===== src/rtl/lpc_pkg.sv =====
package lpc_pkg;
  typedef enum logic [3:0] {
    E_IDLE, E_START, E_CT, E_ADDR, E_WDAT, E_TAR, E_SYNC, E_RDAT, E_TAR2
  } eng_state_t;

  typedef enum logic [1:0] {T_IDLE, T_LAUNCH, T_WAIT} top_state_t;

  localparam logic [3:0] SYNC_READY = 4'b0000;
  localparam logic [3:0] SYNC_SHORT = 4'b0101;
  localparam logic [3:0] SYNC_LONG  = 4'b0110;
  localparam logic [3:0] SYNC_ERR   = 4'b1010;
endpackage


===== src/rtl/lpc_lane_pick.sv =====
module lpc_lane_pick #(
  parameter int LANES = 4,
  localparam int LW = $clog2(LANES)
) (
  input  logic [LANES-1:0] mask,
  output logic             any,
  output logic [LW-1:0]    idx
);
  always_comb begin
    any = |mask;
    idx = '0;
    for (int i = LANES - 1; i >= 0; i--) begin
      if (mask[i]) idx = LW'(i);
    end
  end
endmodule


===== src/rtl/lpc_byte_cycle.sv =====
module lpc_byte_cycle
  import lpc_pkg::*;
#(
  parameter int ADDR_W         = 32,
  parameter int SHORT_WAIT_MAX = 8,
  parameter int NO_SYNC_MAX    = 3,
  localparam int MEM_NIBS = ADDR_W / 4,
  localparam int IO_NIBS  = 4,
  localparam int CNTW     = $clog2(MEM_NIBS),
  localparam int SWW      = $clog2(SHORT_WAIT_MAX + 1),
  localparam int NSW      = $clog2(NO_SYNC_MAX + 1)
) (
  input  logic              clk,
  input  logic              rst_n,
  input  logic              start,
  input  logic              is_io,
  input  logic              is_wr,
  input  logic [ADDR_W-1:0] addr,
  input  logic [7:0]        wbyte,
  input  logic [3:0]        lad_in,
  output logic              lframe_n,
  output logic [3:0]        lad_out,
  output logic              lad_oe,
  output logic              done,
  output logic [7:0]        rbyte
);
  localparam logic [SWW-1:0] SW_LAST = SWW'(SHORT_WAIT_MAX - 1);
  localparam logic [NSW-1:0] NS_LAST = NSW'(NO_SYNC_MAX - 1);

  eng_state_t        st_q, st_d;
  logic [CNTW-1:0]   cnt_q, cnt_d, nlast, nib_idx;
  logic [SWW-1:0]    sw_q, sw_d;
  logic [NSW-1:0]    inv_q, inv_d;
  logic [7:0]        byte_q, byte_d, wb_q;
  logic              done_q, done_d, io_q, wr_q, ld_req;
  logic [ADDR_W-1:0] addr_q;

  assign nlast   = io_q ? CNTW'(IO_NIBS - 1) : CNTW'(MEM_NIBS - 1);
  assign nib_idx = nlast - cnt_q;

  always_comb begin
    st_d = st_q; cnt_d = cnt_q; sw_d = sw_q; inv_d = inv_q;
    byte_d = byte_q; done_d = 1'b0; ld_req = 1'b0;
    case (st_q)
      E_IDLE:  if (start) begin st_d = E_START; ld_req = 1'b1; byte_d = 8'hFF; end
      E_START: st_d = E_CT;
      E_CT:    begin st_d = E_ADDR; cnt_d = '0; end
      E_ADDR:  if (cnt_q == nlast) begin
                 cnt_d = '0;
                 st_d  = wr_q ? E_WDAT : E_TAR;
               end else cnt_d = cnt_q + 1'b1;
      E_WDAT:  if (cnt_q[0]) begin cnt_d = '0; st_d = E_TAR; end
               else cnt_d = cnt_q + 1'b1;
      E_TAR:   if (cnt_q[0]) begin
                 cnt_d = '0; sw_d = '0; inv_d = '0; st_d = E_SYNC;
               end else cnt_d = cnt_q + 1'b1;
      E_SYNC:  case (lad_in)
                 SYNC_READY: begin cnt_d = '0; st_d = wr_q ? E_TAR2 : E_RDAT; end
                 SYNC_ERR:   st_d = E_TAR2;
                 SYNC_LONG:  st_d = E_SYNC;
                 SYNC_SHORT: if (sw_q == SW_LAST) begin st_d = E_IDLE; done_d = 1'b1; end
                             else sw_d = sw_q + 1'b1;
                 default:    if (inv_q == NS_LAST) begin st_d = E_IDLE; done_d = 1'b1; end
                             else inv_d = inv_q + 1'b1;
               endcase
      E_RDAT:  if (!cnt_q[0]) begin byte_d[3:0] = lad_in; cnt_d = cnt_q + 1'b1; end
               else begin byte_d[7:4] = lad_in; cnt_d = '0; st_d = E_TAR2; end
      E_TAR2:  if (cnt_q[0]) begin cnt_d = '0; st_d = E_IDLE; done_d = 1'b1; end
               else cnt_d = cnt_q + 1'b1;
      default: st_d = E_IDLE;
    endcase
  end

  always_comb begin
    lad_out = 4'hF;
    lad_oe  = 1'b0;
    case (st_q)
      E_START: begin lad_out = 4'h0; lad_oe = 1'b1; end
      E_CT:    begin lad_out = {1'b0, ~io_q, wr_q, 1'b0}; lad_oe = 1'b1; end
      E_ADDR:  begin lad_out = addr_q[{nib_idx, 2'b00} +: 4]; lad_oe = 1'b1; end
      E_WDAT:  begin lad_out = cnt_q[0] ? wb_q[7:4] : wb_q[3:0]; lad_oe = 1'b1; end
      E_TAR:   lad_oe = ~cnt_q[0];
      default: lad_oe = 1'b0;
    endcase
  end

  assign lframe_n = (st_q != E_START);
  assign done     = done_q;
  assign rbyte    = byte_q;

  always_ff @(posedge clk or negedge rst_n) begin
    if (!rst_n) begin
      st_q <= E_IDLE; cnt_q <= '0; sw_q <= '0; inv_q <= '0;
      byte_q <= 8'hFF; done_q <= 1'b0;
    end else begin
      st_q <= st_d; cnt_q <= cnt_d; sw_q <= sw_d; inv_q <= inv_d;
      byte_q <= byte_d; done_q <= done_d;
    end
  end

  always_ff @(posedge clk or negedge rst_n) begin
    if (!rst_n) begin
      io_q <= 1'b0; wr_q <= 1'b0; addr_q <= '0; wb_q <= '0;
    end else if (ld_req) begin
      io_q <= is_io; wr_q <= is_wr; addr_q <= addr; wb_q <= wbyte;
    end
  end


  frame_one_clk_chk: assert property (@(posedge clk) disable iff (!rst_n)
    !lframe_n |=> lframe_n);

  start_when_idle_chk: assert property (@(posedge clk) disable iff (!rst_n)
    start |-> st_q == E_IDLE);

  release_after_tar_chk: assert property (@(posedge clk) disable iff (!rst_n)
    (st_q == E_TAR && lad_oe) |=> !lad_oe);

  eng_done_pulse_chk: assert property (@(posedge clk) disable iff (!rst_n)
    done |=> !done);
endmodule


===== src/rtl/lpc_xfer_splitter.sv =====
module lpc_xfer_splitter
  import lpc_pkg::*;
#(
  parameter int ADDR_W         = 32,
  parameter int LANES          = 4,
  parameter int SHORT_WAIT_MAX = 8,
  parameter int NO_SYNC_MAX    = 3,
  localparam int LW = $clog2(LANES),
  localparam int DW = 8 * LANES
) (
  input  logic              clk,
  input  logic              rst_n,
  input  logic              req_valid,
  output logic              req_ready,
  input  logic              req_write,
  input  logic              req_io,
  input  logic [ADDR_W-1:0] req_addr,
  input  logic [LANES-1:0]  req_be,
  input  logic [DW-1:0]     req_wdata,
  output logic              done,
  output logic [DW-1:0]     rdata,
  output logic              lframe_n,
  output logic [3:0]        lad_out,
  output logic              lad_oe,
  input  logic [3:0]        lad_in
);
  logic [1:0] rst_sync_q;
  logic       rst_n_s;

  always_ff @(posedge clk or negedge rst_n) begin
    if (!rst_n) rst_sync_q <= 2'b00;
    else        rst_sync_q <= {rst_sync_q[0], 1'b1};
  end
  assign rst_n_s = rst_sync_q[1];

  top_state_t        st_q, st_d;
  logic [LANES-1:0]  mask_q, mask_d;
  logic [LW-1:0]     lane_q, lane_d, pick_idx;
  logic              pick_any, wr_q, io_q, take;
  logic [ADDR_W-1:0] base_q;
  logic [DW-1:0]     wd_q, rd_q, rd_d;
  logic              eng_start, eng_done;
  logic [7:0]        eng_byte;

  lpc_lane_pick #(.LANES(LANES)) u_pick (
    .mask(mask_q), .any(pick_any), .idx(pick_idx)
  );

  assign take      = (st_q == T_IDLE) && req_valid;
  assign eng_start = (st_q == T_LAUNCH) && pick_any;
  assign done      = (st_q == T_LAUNCH) && !pick_any;
  assign req_ready = (st_q == T_IDLE);
  assign rdata     = rd_q;

  always_comb begin
    st_d = st_q; mask_d = mask_q; lane_d = lane_q; rd_d = rd_q;
    case (st_q)
      T_IDLE:   if (take) begin
                  st_d = T_LAUNCH; mask_d = req_be; rd_d = '0;
                end
      T_LAUNCH: if (pick_any) begin
                  st_d = T_WAIT; lane_d = pick_idx;
                  mask_d[pick_idx] = 1'b0;
                end else st_d = T_IDLE;
      T_WAIT:   if (eng_done) begin
                  st_d = T_LAUNCH;
                  if (!wr_q) rd_d[lane_q*8 +: 8] = eng_byte;
                end
      default:  st_d = T_IDLE;
    endcase
  end

  always_ff @(posedge clk or negedge rst_n_s) begin
    if (!rst_n_s) begin
      st_q <= T_IDLE; mask_q <= '0; lane_q <= '0; rd_q <= '0;
    end else begin
      st_q <= st_d; mask_q <= mask_d; lane_q <= lane_d; rd_q <= rd_d;
    end
  end

  always_ff @(posedge clk or negedge rst_n_s) begin
    if (!rst_n_s) begin
      wr_q <= 1'b0; io_q <= 1'b0; base_q <= '0; wd_q <= '0;
    end else if (take) begin
      wr_q <= req_write; io_q <= req_io; base_q <= req_addr; wd_q <= req_wdata;
    end
  end

  lpc_byte_cycle #(
    .ADDR_W(ADDR_W), .SHORT_WAIT_MAX(SHORT_WAIT_MAX), .NO_SYNC_MAX(NO_SYNC_MAX)
  ) u_cycle (
    .clk(clk), .rst_n(rst_n_s), .start(eng_start),
    .is_io(io_q), .is_wr(wr_q),
    .addr(base_q + {{(ADDR_W-LW){1'b0}}, pick_idx}),
    .wbyte(wd_q[pick_idx*8 +: 8]),
    .lad_in(lad_in), .lframe_n(lframe_n), .lad_out(lad_out), .lad_oe(lad_oe),
    .done(eng_done), .rbyte(eng_byte)
  );


  busy_after_accept_chk: assert property (@(posedge clk) disable iff (!rst_n_s)
    (req_valid && req_ready) |=> !req_ready);

  done_then_idle_chk: assert property (@(posedge clk) disable iff (!rst_n_s)
    done |=> req_ready);

  frame_only_busy_chk: assert property (@(posedge clk) disable iff (!rst_n_s)
    !lframe_n |-> !req_ready);
endmodule


===== config.mk =====
export PLATFORM = sky130hd
export DESIGN_NAME = lpc_xfer_splitter
export DESIGN_NICKNAME = d
export VERILOG_FILES = /design/src/rtl/lpc_pkg.sv /design/src/rtl/lpc_lane_pick.sv /design/src/rtl/lpc_byte_cycle.sv /design/src/rtl/lpc_xfer_splitter.sv
export SDC_FILE = /design/constraint.sdc
export NUM_CORES = 1
export LEC_CHECK = 0
export BUFFER_PORTS_ARGS = -buffer_cell sky130_fd_sc_hd__buf_4
export CORE_MARGIN = 3
export CORE_UTILIZATION = 34
export CTS_CLUSTER_DIAMETER = 60
export DETAILED_ROUTE_END_ITERATION = 8
export HOLD_SLACK_MARGIN = 0.02
export PLACE_DENSITY_LB_ADDON = 0.1
export SLEW_MARGIN = 40
export SYNTH_ARGS = -nofsm -noshare
export SYNTH_HDL_FRONTEND = slang
export SYNTH_SLANG_ARGS = --single-unit

===== constraint.sdc =====
create_clock -name clk -period 7 [get_ports clk]
set_input_delay 1.05 -clock clk [delete_from_list [all_inputs] [get_ports clk]]
set_output_delay 1.05 -clock clk [all_outputs]
set_load 0.1 [all_outputs]

==> results.py, run 1 <==
metrics = {
    "cells_and_area": {
        "layout-area-overhead-vs-synth_pct": 20.2,
        "mostFrequentLayoutCell": "sky130_fd_sc_hd__dfrtp_1",
        "antenna-diode-count": 0,
        "final_nets": 941,
        "layout_common_cells": "162 x sky130_fd_sc_hd__dfrtp_1, 117 x sky130_fd_sc_hd__buf_4, 84 x sky130_fd_sc_hd__nand2_1",
        "final_area_mm2": 0.0101,
        "fill_cells": 2301,
        "final-instance-count-excl-fill": 1185,
        "final_layout_size_suffix_gt1_share_pct": 31.4,
    },
    "synth": {
        "postSynth.topFlopCell": "sky130_fd_sc_hd__dfrtp_1",
        "synth_top_area_share_pct": 48.9,
        "ys_types": 67,
        "syn_inst": 760,
        "netlist_top_cells_area": "sky130_fd_sc_hd__dfrtp_1 49%, sky130_fd_sc_hd__mux2_2 9.4%, sky130_fd_sc_hd__nand2_1 3.8%, sky130_fd_sc_hd__o21ai_0 2.8%, sky130_fd_sc_hd__a21oi_1 2.7%",
        "number_of_enable_type_register_cells_in_the_synthesized_netlist": 0,
        "synthesis.area_per_instance_um2": 11.0,
        "post-synth-top-area-cell": "sky130_fd_sc_hd__dfrtp_1",
        "ys_seq_elements": 172,
        "synthesis.area_mm2": 0.00839,
        "yosys_warn_count": 0,
        "synth_seq_area_share_pct": 51.4,
        "synth.net_count": 848,
        "synthArstFlopShare_pct": 100,
    },
    "grt": {
        "remaining_global_route_overflow": 0,
        "antenna_found_initial": 0,
        "groute.layer.met2.usage_pct": 25.3,
        "grt_start_max_net_pins": 83,
        "tot_gr_track_use_pct": 15.9,
        "grt_pass1_wl_mm": 33.4,
        "first_global_vias": 6148,
        "global_route.peak_usage_layer": "met2",
        "met1_track_utilization_from_global_routing_pct": 21.7,
        "globalRouteMet3Util_pct": 3.83,
    },
    "pwr": {
        "design_power_total_mw": 4.79,
        "cellLeakagePower_nw": 4.30,
        "p_switching_mw": 2.08,
        "sw_frac_of_total_pct": 43.4,
        "power.share.combinational_pct": 41.2,
        "power_density_mw_per_mm2": 475,
        "power.share.sequential_pct": 39.5,
        "internal-power_mw": 2.71,
        "share_clk_of_total_power_pct": 19.2,
        "peakVddDrop_v": 0.000355,
    },
    "die": {
        "dieArea_mm2": 0.0266,
        "chipWidth_um": 163,
        "start_util_pct": 35.2,
        "coreArea_mm2": 0.0238,
        "floorplan.rows": 56,
        "die-height_um": 163,
        "ios": 117,
    },
    "critical_path": {
        "path_delay_family": "simple AND/OR/NAND/NOR gates",
        "timing.setup.critical_path_class": "reg -> out",
        "worst-path-buf-inv": 1,
        "cp_data_required_time_ns": 5.95,
        "crit_path_max_fanout": 22,
        "cp_cell_sequence": "or4bb_1 -> o21ai_0 -> buf_4",
        "endpoint_kind": "output port",
        "worst-endpoint-arrival_ns": 2.47,
        "crit_path_max_incr_delay_ns": 0.72,
        "cpMaxStageDelayCell": "sky130_fd_sc_hd__or4bb_1",
        "critical_path.startpoint_type": "flip-flop",
    },
    "sta": {
        "hold_ws_ns": 0.228,
        "slew_worst_pin_ns": 0.754,
        "final_hold_viol_count": 0,
        "rsz0062_at_grt": "no",
        "maxClockFrequency_ghz": 0.284,
        "setup-violations-final": 0,
        "timing.final.crit_share_pct": 50.3,
        "min_period_ns": 3.52,
        "timing.slew.headroom_pct": 49.3,
        "max_slew_vio_count": 0,
        "setup_total_negative_slack_ns": 0,
        "clock_skew_ns": 0.0149,
    },
    "place": {
        "port-buffer-count": 116,
        "dp_hpwl_mm": 14.9,
        "globalplace.congestion": 0.818,
        "detailed_place.area_mm2": 0.00949,
        "place.detailed.instances": 1153,
    },
    "flow_run": {
        "maxCapViolCount": 0,
    },
    "drt": {
        "post_dr_vias_cell": 5.07,
        "detail-route-antenna-nets": 0,
        "avgRoutedWirePerCell_um": 17.1,
        "drt_iter0_drc": 381,
        "drt-total-wl_mm": 20.3,
        "detail_route.first_pass.iterations": 4,
        "drc": 0,
        "detailroute.via_count": 6009,
    },
    "outcome": {
        "outcome": "finished, final reports clean",
    },
    "clocking": {
        "cts.sink_count": 172,
        "cts_root_buf": "sky130_fd_sc_hd__clkbuf_16",
        "worst_skew_pair.late_latency_ns": 0.43,
        "cts_tree": "yes",
        "cts.path.max_buffers": 2,
        "tritoncts.num_buffers": 17,
        "h-tree-depth": 4,
        "cts.repair_timing.setup_buffer_count": 0,
        "post_cts_resize_count": 0,
        "clkSlewWorstSetupHoldPaths_ns": 0.07,
        "number_of_buffers_inserted_for_hold_repair_after_clock_tree_synthesis": 0,
    },
    "hold_path": {
        "holdCritPathClass": "reg -> async",
    },
}
## final timing paths
path                       slack [ns]                        start  cells past startpoint                              to
min in group clk                 0.35      rst_sync_q[0]$_DFF_PN0_                      0         rst_sync_q[1]$_DFF_PN0_
max in group asynchronous        5.72      rst_sync_q[1]$_DFF_PN0_                      1    u_cycle.cnt_q[0]$_DFFE_PN0P_
setup reg to reg                 3.73        mask_q[2]$_DFFE_PN0P_                     10  u_cycle.addr_q[24]$_DFFE_PN0P_
setup / recovery                 3.48  u_cycle.st_q[3]$_DFFE_PN0P_                      3                      lad_out[2]
hold reg to reg                  0.23      rst_sync_q[1]$_DFF_PN0_                      0            wd_q[12]$_DFFE_PN0P_
hold / removal                   0.23      rst_sync_q[1]$_DFF_PN0_                      0            wd_q[12]$_DFFE_PN0P_
## synth_stat cells, drive strengths merged (2+ instances only)
master / instances
a211oi: 2
o31ai: 3
a22o: 12
or4: 4
nand4: 9
a21oi: 47
and3: 8
mux2: 71
clkbuf: 25
nand3: 17
dfstp: 8
o21ai: 50
ha: 10
buf: 22
and2: 4
or2: 2
nand2: 84
nand2b: 5
nor2: 57
mux4: 8
a31o: 2
nor3: 9
nor4: 16
o221ai: 9
o21a: 8
inv: 15
a32o: 2
dfrtp: 164
and4: 2
xor2: 10
a22oi: 9
mux2i: 19
nor3b: 3
xnor2: 24
nor2b: 2
## final cells by class
| class | count | area, um2 | share of cell area, % |
|---|---|---|---|
| Inverter | 15 | 56.3 | 0.558 |
| Timing Repair Buffer | 121 | 923 | 9.16 |
| Tap cell | 319 | 399 | 3.96 |
| Sequential cell | 172 | 4320 | 42.8 |
| Clock inverter | 14 | 136 | 1.35 |
| Clock buffer | 18 | 429 | 4.26 |
| Multi-Input combinational cell | 526 | 3820 | 37.9 |
## worst register-to-register path, delay by kind of cell (launching register included)
kind	cells	cell delay [ns]
xor+xnor	1	0.17
buf+inv	1	0.10
simple gates	4	1.55
flops	1	0.53
compound gates	2	0.28
fa+ha+maj	2	0.48
## state kept, by name, summed over array words and instances (netlist names), 2 cells and up
name,count
base_q,32
rdata,32
u_cycle.addr_q,32
wd_q,32
u_cycle.rbyte,8
u_cycle.wb_q,8
mask_q,4
u_cycle.st_q,4
u_cycle.sw_q,4
u_cycle.cnt_q,3
lane_q,2
rst_sync_q,2
st_q,2
u_cycle.inv_q,2
## power groups by stage
stage	combinational, mW	clock [mW]	sequential [mW]
after detailed placement	1.98	0	1.92
final	1.98	0.921	1.89
after CTS	1.99	0.949	1.90
after global routing	2.15	0.992	1.97
after floorplan	1.50	0	1.86
after global placement	1.94	0	1.91
## through the flow
step           setup WS (ns)  util (%)
6_report                3.48      42.3
5_1_grt                 3.33      42.3
4_1_cts                 3.45      42.2
3_5_place_dp            3.56      39.8
3_3_place_gp            3.74      39.8
2_1_floorplan           1.87         -
## cells by family (layout without fill, tap and decap cells)
family | after synthesis | after routing | share of synthesized area [%]
and+or+nand+nor | 229 | 229 | 14.4
DFF | 172 | 172 | 51.4
AOI/OAI and AO/OA | 153 | 153 | 11.4
muxes | 98 | 98 | 13.9
buffers and inverters | 62 | 168 | 3.43
xor gates and xnor gates | 34 | 34 | 3.55
adders and majority gates | 11 | 11 | 1.73
other | 1 | 1 | 0.0447
## layer usage
| metal | part of all wire, % | vias up |
|---|---|---|
| met5 | 0 | - |
| met4 | 1.6 | 0 |
| met3 | 4.1 | 19 |
| li1 | - | 2893 |
| met2 | 49 | 112 |
| met1 | 46 | 2985 |
(Power assumes the default switching activity.)
==> inputs of run 2 (changes only) <==
- clock period: 7 -> 3.5 ns (I/O delays scaled with it)
==> run 2 against run 1 <==
Compared with the run above: design area increased by 1.3%; clock power grew 100%; clock-buffer cell count unchanged; clock skew fell by 0.0036 ns; routed wire length fell by 0.46%; first-iteration DRC count decreased by 16%; power rose by 100%; combinational power is 110% higher; sequential power grew 97%; core utilization is 0.56 points higher; flip-flop and latch count unchanged; critical path type unchanged; critical endpoint is now lad_out[3]; largest cell class unchanged; highest routed layer unchanged.
==> results.py, run 2 (same netlist as run 1, synthesis figures left out) <==
metrics = {
    "clocking": {
        "cts_root_buf": "sky130_fd_sc_hd__clkbuf_16",
        "cts.sink_count": 172,
        "clkSlewWorstSetupHoldPaths_ns": 0.08,
        "cts.path.max_buffers": 2,
        "tritoncts.num_buffers": 17,
        "worst_skew_pair.late_latency_ns": 0.43,
        "cts_tree": "yes",
        "post_cts_resize_count": 0,
        "h-tree-depth": 4,
    },
    "critical_path": {
        "path_delay_family": "flip-flops",
        "r2r-start": "mask_q[2]$_DFFE_PN0P_",
        "cp_data_required_time_ns": 2.97,
        "cpMaxStageDelayCell": "sky130_fd_sc_hd__dfrtp_1",
        "critical_path.startpoint_type": "flip-flop",
        "cp_cell_sequence": "or4bb_1 -> o21ai_0 -> buf_4",
        "r2r_slack_ns": 0.64,
        "worst-path-stages": 3,
        "worst-endpoint-arrival_ns": 2.51,
        "endpoint_kind": "output port",
        "crit_path_max_fanout": 18,
        "crit_path_max_incr_delay_ns": 0.71,
        "timing.setup.critical_path_class": "reg -> out",
        "worst-path-buf-inv": 1,
        "r2r_cells": 10,
        "worst_r2r_endpoint": "u_cycle.addr_q[24]$_DFFE_PN0P_",
    },
    "sta": {
        "final_hold_viol_count": 0,
        "timing.slew.headroom_pct": 54.2,
        "clock_skew_ns": 0.0113,
        "setup_total_negative_slack_ns": 0,
        "hold_ws_ns": 0.254,
        "timing.final.crit_share_pct": 86.8,
        "slew_worst_pin_ns": 0.681,
        "min_period_ns": 3.04,
        "final_worst_setup_slack_ns": 0.462,
        "rsz0062_at_grt": "no",
        "maxClockFrequency_ghz": 0.329,
        "setup-violations-final": 0,
        "max_slew_vio_count": 0,
    },
    "grt": {
        "grt_pass1_wl_mm": 33.0,
        "first_global_vias": 6307,
        "antenna_found_initial": 0,
        "tot_gr_track_use_pct": 15.7,
        "grt_start_max_net_pins": 143,
        "remaining_global_route_overflow": 0,
    },
    "drt": {
        "detail-route-antenna-nets": 0,
        "detailroute.via_count": 6093,
        "drt_iter0_drc": 320,
        "post_dr_vias_cell": 5.10,
        "avgRoutedWirePerCell_um": 16.9,
        "drc": 0,
        "drt-total-wl_mm": 20.2,
        "detail_route.first_pass.iterations": 4,
    },
    "die": {
        "chipWidth_um": 163,
        "ios": 117,
        "floorplan.rows": 56,
        "coreArea_mm2": 0.0238,
        "start_util_pct": 35.2,
        "die-height_um": 163,
        "dieArea_mm2": 0.0266,
    },
    "pwr": {
        "design_power_total_mw": 9.68,
        "power_density_mw_per_mm2": 948,
        "cellLeakagePower_nw": 4.37,
        "peakVddDrop_v": 0.000451,
    },
    "outcome": {
        "outcome": "finished, final reports clean",
    },
    "cells_and_area": {
        "final_nets": 950,
        "final_layout_size_suffix_gt1_share_pct": 32.1,
        "layout_common_cells": "162 x sky130_fd_sc_hd__dfrtp_1, 125 x sky130_fd_sc_hd__buf_4, 84 x sky130_fd_sc_hd__nand2_1",
        "layout-area-overhead-vs-synth_pct": 21.8,
        "mostFrequentLayoutCell": "sky130_fd_sc_hd__dfrtp_1",
        "antenna-diode-count": 0,
        "finalCoreUtilization_pct": 42.9,
    },
    "place": {
        "port-buffer-count": 116,
        "dp_hpwl_mm": 14.9,
        "place_worst_setup_slack_ns": 0.635,
        "globalplace.congestion": 0.810,
    },
    "hold_path": {
        "holdCritPathClass": "reg -> async",
    },
    "flow_run": {
        "maxCapViolCount": 0,
    },
}
run 2: routing by layer:
layer	share of wire [%]	global-route usage [%]	up-vias
met1	43	20.2	3003
met3	3.8	3.02	32
li1	-	-	2921
met5	0	0	-
met4	2.5	5.15	0
met2	50	26.6	137
run 2: cell type report:
type,count,area [um2]
clock inverters,14,143
clock buffers,18,439
inverters,15,56.3
flip-flops and latches,172,4320
multi-input cells,526,3830
fillers,2365,13600
well taps,319,399
repair buffers,130,1040
run 2: how the worst max path moves through the flow:
stage / slack [ns] / start / end
final: 0.46 / u_cycle.st_q[1]$_DFFE_PN0P_ / lad_out[3]
after global routing: 0.37 / u_cycle.st_q[1]$_DFFE_PN0P_ / lad_out[3]
after CTS: 0.45 / u_cycle.st_q[1]$_DFFE_PN0P_ / lad_out[2]
after detailed placement: 0.64 / mask_q[2]$_DFFE_PN0P_ / u_cycle.addr_q[30]$_DFFE_PN0P_
after global placement: 0.71 / mask_q[2]$_DFFE_PN0P_ / u_cycle.addr_q[30]$_DFFE_PN0P_
after floorplan: -0.19 / u_cycle.st_q[1]$_DFFE_PN0P_ / lad_out[0]
run 2: what timing repair did:
action | 4_1_cts | 5_1_grt
hold buffers | 1 | 0
hold endpoints to repair | 2 | 0
setup buffers | 0 | 0
run 2: per-stage QoR:
stage | cell area (um2) | std cells
after floorplan | 8400 | 760
after global placement | 9580 | 1160
after detailed placement | 9590 | 1160
after CTS | 10200 | 1193
after global routing | 10200 | 1194
final | 10200 | 1194
run 2: where the power goes:
group / switching (mW) / total (mW) / internal [mW]
Clock: 0.890 / 1.86 / 0.969
Combinational: 2.45 / 4.10 / 1.64
Sequential: 0.884 / 3.73 / 2.85
Total: 4.23 / 9.68 / 5.46
==> inputs of run 3 (changes only) <==
==> constraint.sdc (replaced) <==
create_clock -name clk -period 3.5 [get_ports clk]
set_input_delay 0.525 -clock clk [delete_from_list [all_inputs] [get_ports clk]]
set_output_delay 0.525 -clock clk [all_outputs]
set_load 0.005 [all_outputs]
==> run 3 against run 2 <==
Compared with the run above: sequential power about the same; largest cell class unchanged; combinational power down 24%; clock-buffer cell count unchanged; via count down 1.8%; sequential share of layout area down 0.11 points; design area up 0.23%.
==> results.py, run 3 (same netlist as run 1, synthesis figures left out) <==
metrics = {
    "pwr": {
        "power_density_mw_per_mm2": 872,
        "power.share.combinational_pct": 35.0,
        "cellLeakagePower_nw": 4.40,
        "share_clk_of_total_power_pct": 23.0,
        "internal-power_mw": 5.68,
        "p_switching_mw": 3.26,
        "power.share.sequential_pct": 42.0,
        "sw_frac_of_total_pct": 36.5,
        "peakVddDrop_v": 0.000297,
    },
    "critical_path": {
        "endpoint_kind": "flip-flop",
        "timing.setup.critical_path_class": "reg -> reg",
        "r2r_cells": 11,
        "crit_path_max_fanout": 14,
        "worst-endpoint-arrival_ns": 3.29,
        "cp_cell_sequence": "nor2b_1 -> buf_4 -> o21bai_1 -> inv_1 -> ha_1 -> fa_1 -> nand2_1 -> or4_1 -> nor4_4 -> xnor2_1 -> a21oi_1",
        "critical_path.startpoint_type": "flip-flop",
        "r2r_slack_ns": 0.50,
        "crit_path_max_incr_delay_ns": 0.70,
        "cpMaxStageDelayCell": "sky130_fd_sc_hd__or4_1",
        "cp_data_required_time_ns": 3.79,
    },
    "grt": {
        "remaining_global_route_overflow": 0,
        "tot_gr_track_use_pct": 15.7,
        "grt_start_max_net_pins": 70,
        "first_global_vias": 5975,
        "antenna_found_initial": 0,
        "grt_pass1_wl_mm": 32.8,
    },
    "place": {
        "globalplace.congestion": 0.817,
        "dp_hpwl_mm": 15.1,
        "place_worst_setup_slack_ns": 0.543,
        "port-buffer-count": 116,
    },
    "die": {
        "ios": 117,
        "dieArea_mm2": 0.0266,
        "chipWidth_um": 163,
        "start_util_pct": 35.2,
        "coreArea_mm2": 0.0238,
        "floorplan.rows": 56,
        "die-height_um": 163,
    },
    "drt": {
        "detail_route.first_pass.iterations": 5,
        "detail-route-antenna-nets": 0,
        "drt_iter0_drc": 324,
        "avgRoutedWirePerCell_um": 17.1,
        "detailroute.via_count": 5984,
        "drt-total-wl_mm": 20.4,
        "drc": 0,
        "post_dr_vias_cell": 5.01,
    },
    "cells_and_area": {
        "fill_cells": 2287,
        "final_nets": 951,
        "layout_common_cells": "163 x sky130_fd_sc_hd__dfrtp_1, 127 x sky130_fd_sc_hd__buf_4, 84 x sky130_fd_sc_hd__nand2_1",
        "layout-area-overhead-vs-synth_pct": 22.1,
        "final_layout_size_suffix_gt1_share_pct": 31.7,
        "mostFrequentLayoutCell": "sky130_fd_sc_hd__dfrtp_1",
        "antenna-diode-count": 0,
    },
    "clocking": {
        "cts_tree": "yes",
        "cts.path.max_buffers": 2,
        "h-tree-depth": 4,
        "worst_skew_pair.late_latency_ns": 0.43,
        "clkSlewWorstSetupHoldPaths_ns": 0.07,
        "cts.sink_count": 172,
        "cts_root_buf": "sky130_fd_sc_hd__clkbuf_16",
        "tritoncts.num_buffers": 17,
    },
    "sta": {
        "timing.slew.headroom_pct": 46.4,
        "rsz0062_at_grt": "no",
        "final_hold_viol_count": 0,
        "setup_total_negative_slack_ns": 0,
        "min_period_ns": 3.00,
        "timing.final.crit_share_pct": 85.7,
        "clock_skew_ns": 0.0173,
        "maxClockFrequency_ghz": 0.333,
        "final_worst_setup_slack_ns": 0.499,
        "max_slew_vio_count": 0,
        "slew_worst_pin_ns": 0.804,
        "setup-violations-final": 0,
    },
    "flow_run": {
        "maxCapViolCount": 0,
    },
    "hold_path": {
        "holdCritPathClass": "in -> reg",
        "worst_hold_path_cells": 3,
    },
    "outcome": {
        "outcome": "finished, final reports clean",
    },
}
run 3: worst paths after layout:
| check | start | endpoint |
|---|---|---|
| min | req_addr[20] | base_q[20]$_DFFE_PN0P_ |
| max in group asynchronous | rst_sync_q[1]$_DFF_PN0_ | u_cycle.addr_q[9]$_DFFE_PN0P_ |
| min in group asynchronous | rst_sync_q[1]$_DFF_PN0_ | wd_q[5]$_DFFE_PN0P_ |
| max reg2reg | mask_q[2]$_DFFE_PN0P_ | u_cycle.addr_q[30]$_DFFE_PN0P_ |
| max | mask_q[2]$_DFFE_PN0P_ | u_cycle.addr_q[30]$_DFFE_PN0P_ |
| min reg2reg | rst_sync_q[0]$_DFF_PN0_ | rst_sync_q[1]$_DFF_PN0_ |
run 3: final cells by class:
class                      instances  area [um2]  share of cell area [%]
sequential                       172        4320                    42.2
multi-input combinational        526        3810                    37.2
timing repair buffer             131        1020                    9.94
clock buffer                      18         429                    4.19
tap                              319         399                    3.90
clock inverter                    14         206                    2.02
inverter                          15        56.3                   0.550
run 3: stage by stage:
| step | cell area (um2) | utilization [%] | std cells | power (mW) | hold WS (ns) |
|---|---|---|---|---|---|
| 4_1_cts | 10200 | 42.9 | 1194 | 9.04 | 0.292 |
| 3_5_place_dp | 9570 | 40.2 | 1161 | 6.94 | 0.310 |
| 3_3_place_gp | 9560 | 40.1 | 1161 | 6.83 | 0.310 |
| 6_report | 10200 | 43.0 | 1195 | 8.93 | 0.310 |
| 5_1_grt | 10200 | 43.0 | 1195 | 9.56 | 0.305 |
| 2_1_floorplan | 8390 | - | 760 | 5.80 | 0.229 |
run 3: repair_timing:
item | CTS | global route
resized for setup | 0 | 0
hold endpoints to repair | 2 | 0
setup buffers | 0 | 0
hold buffers | 1 | 0
run 3: power by group through the flow:
stage          registers, mW  logic [mW]  clock network (mW)
6_report                3.75        3.13                2.06
3_5_place_dp            3.80        3.14                   0
5_1_grt                 3.90        3.46                2.20
2_1_floorplan           3.38        2.43                   0
4_1_cts                 3.76        3.16                2.12
3_3_place_gp            3.77        3.06                   0
run 3: worst max-delay path, delay by kind of cell (launching register included):
kind | cells | cell delay, ns
AOI/OAI and AO/OA | 2 | 0.20
xor gates and xnor gates | 1 | 0.14
buffers and inverters | 2 | 0.25
DFF | 1 | 0.55
adders and majority gates | 2 | 0.47
and+or+nand+nor | 4 | 1.25
run 3: layer usage:
layer	vias up	part of all wire, %	global-route usage, %
li1	2919	-	-
met3	12	3.5	2.64
met5	-	0	0
met1	2942	46	21.3
met2	111	49	26.1
met4	0	0.81	4.04
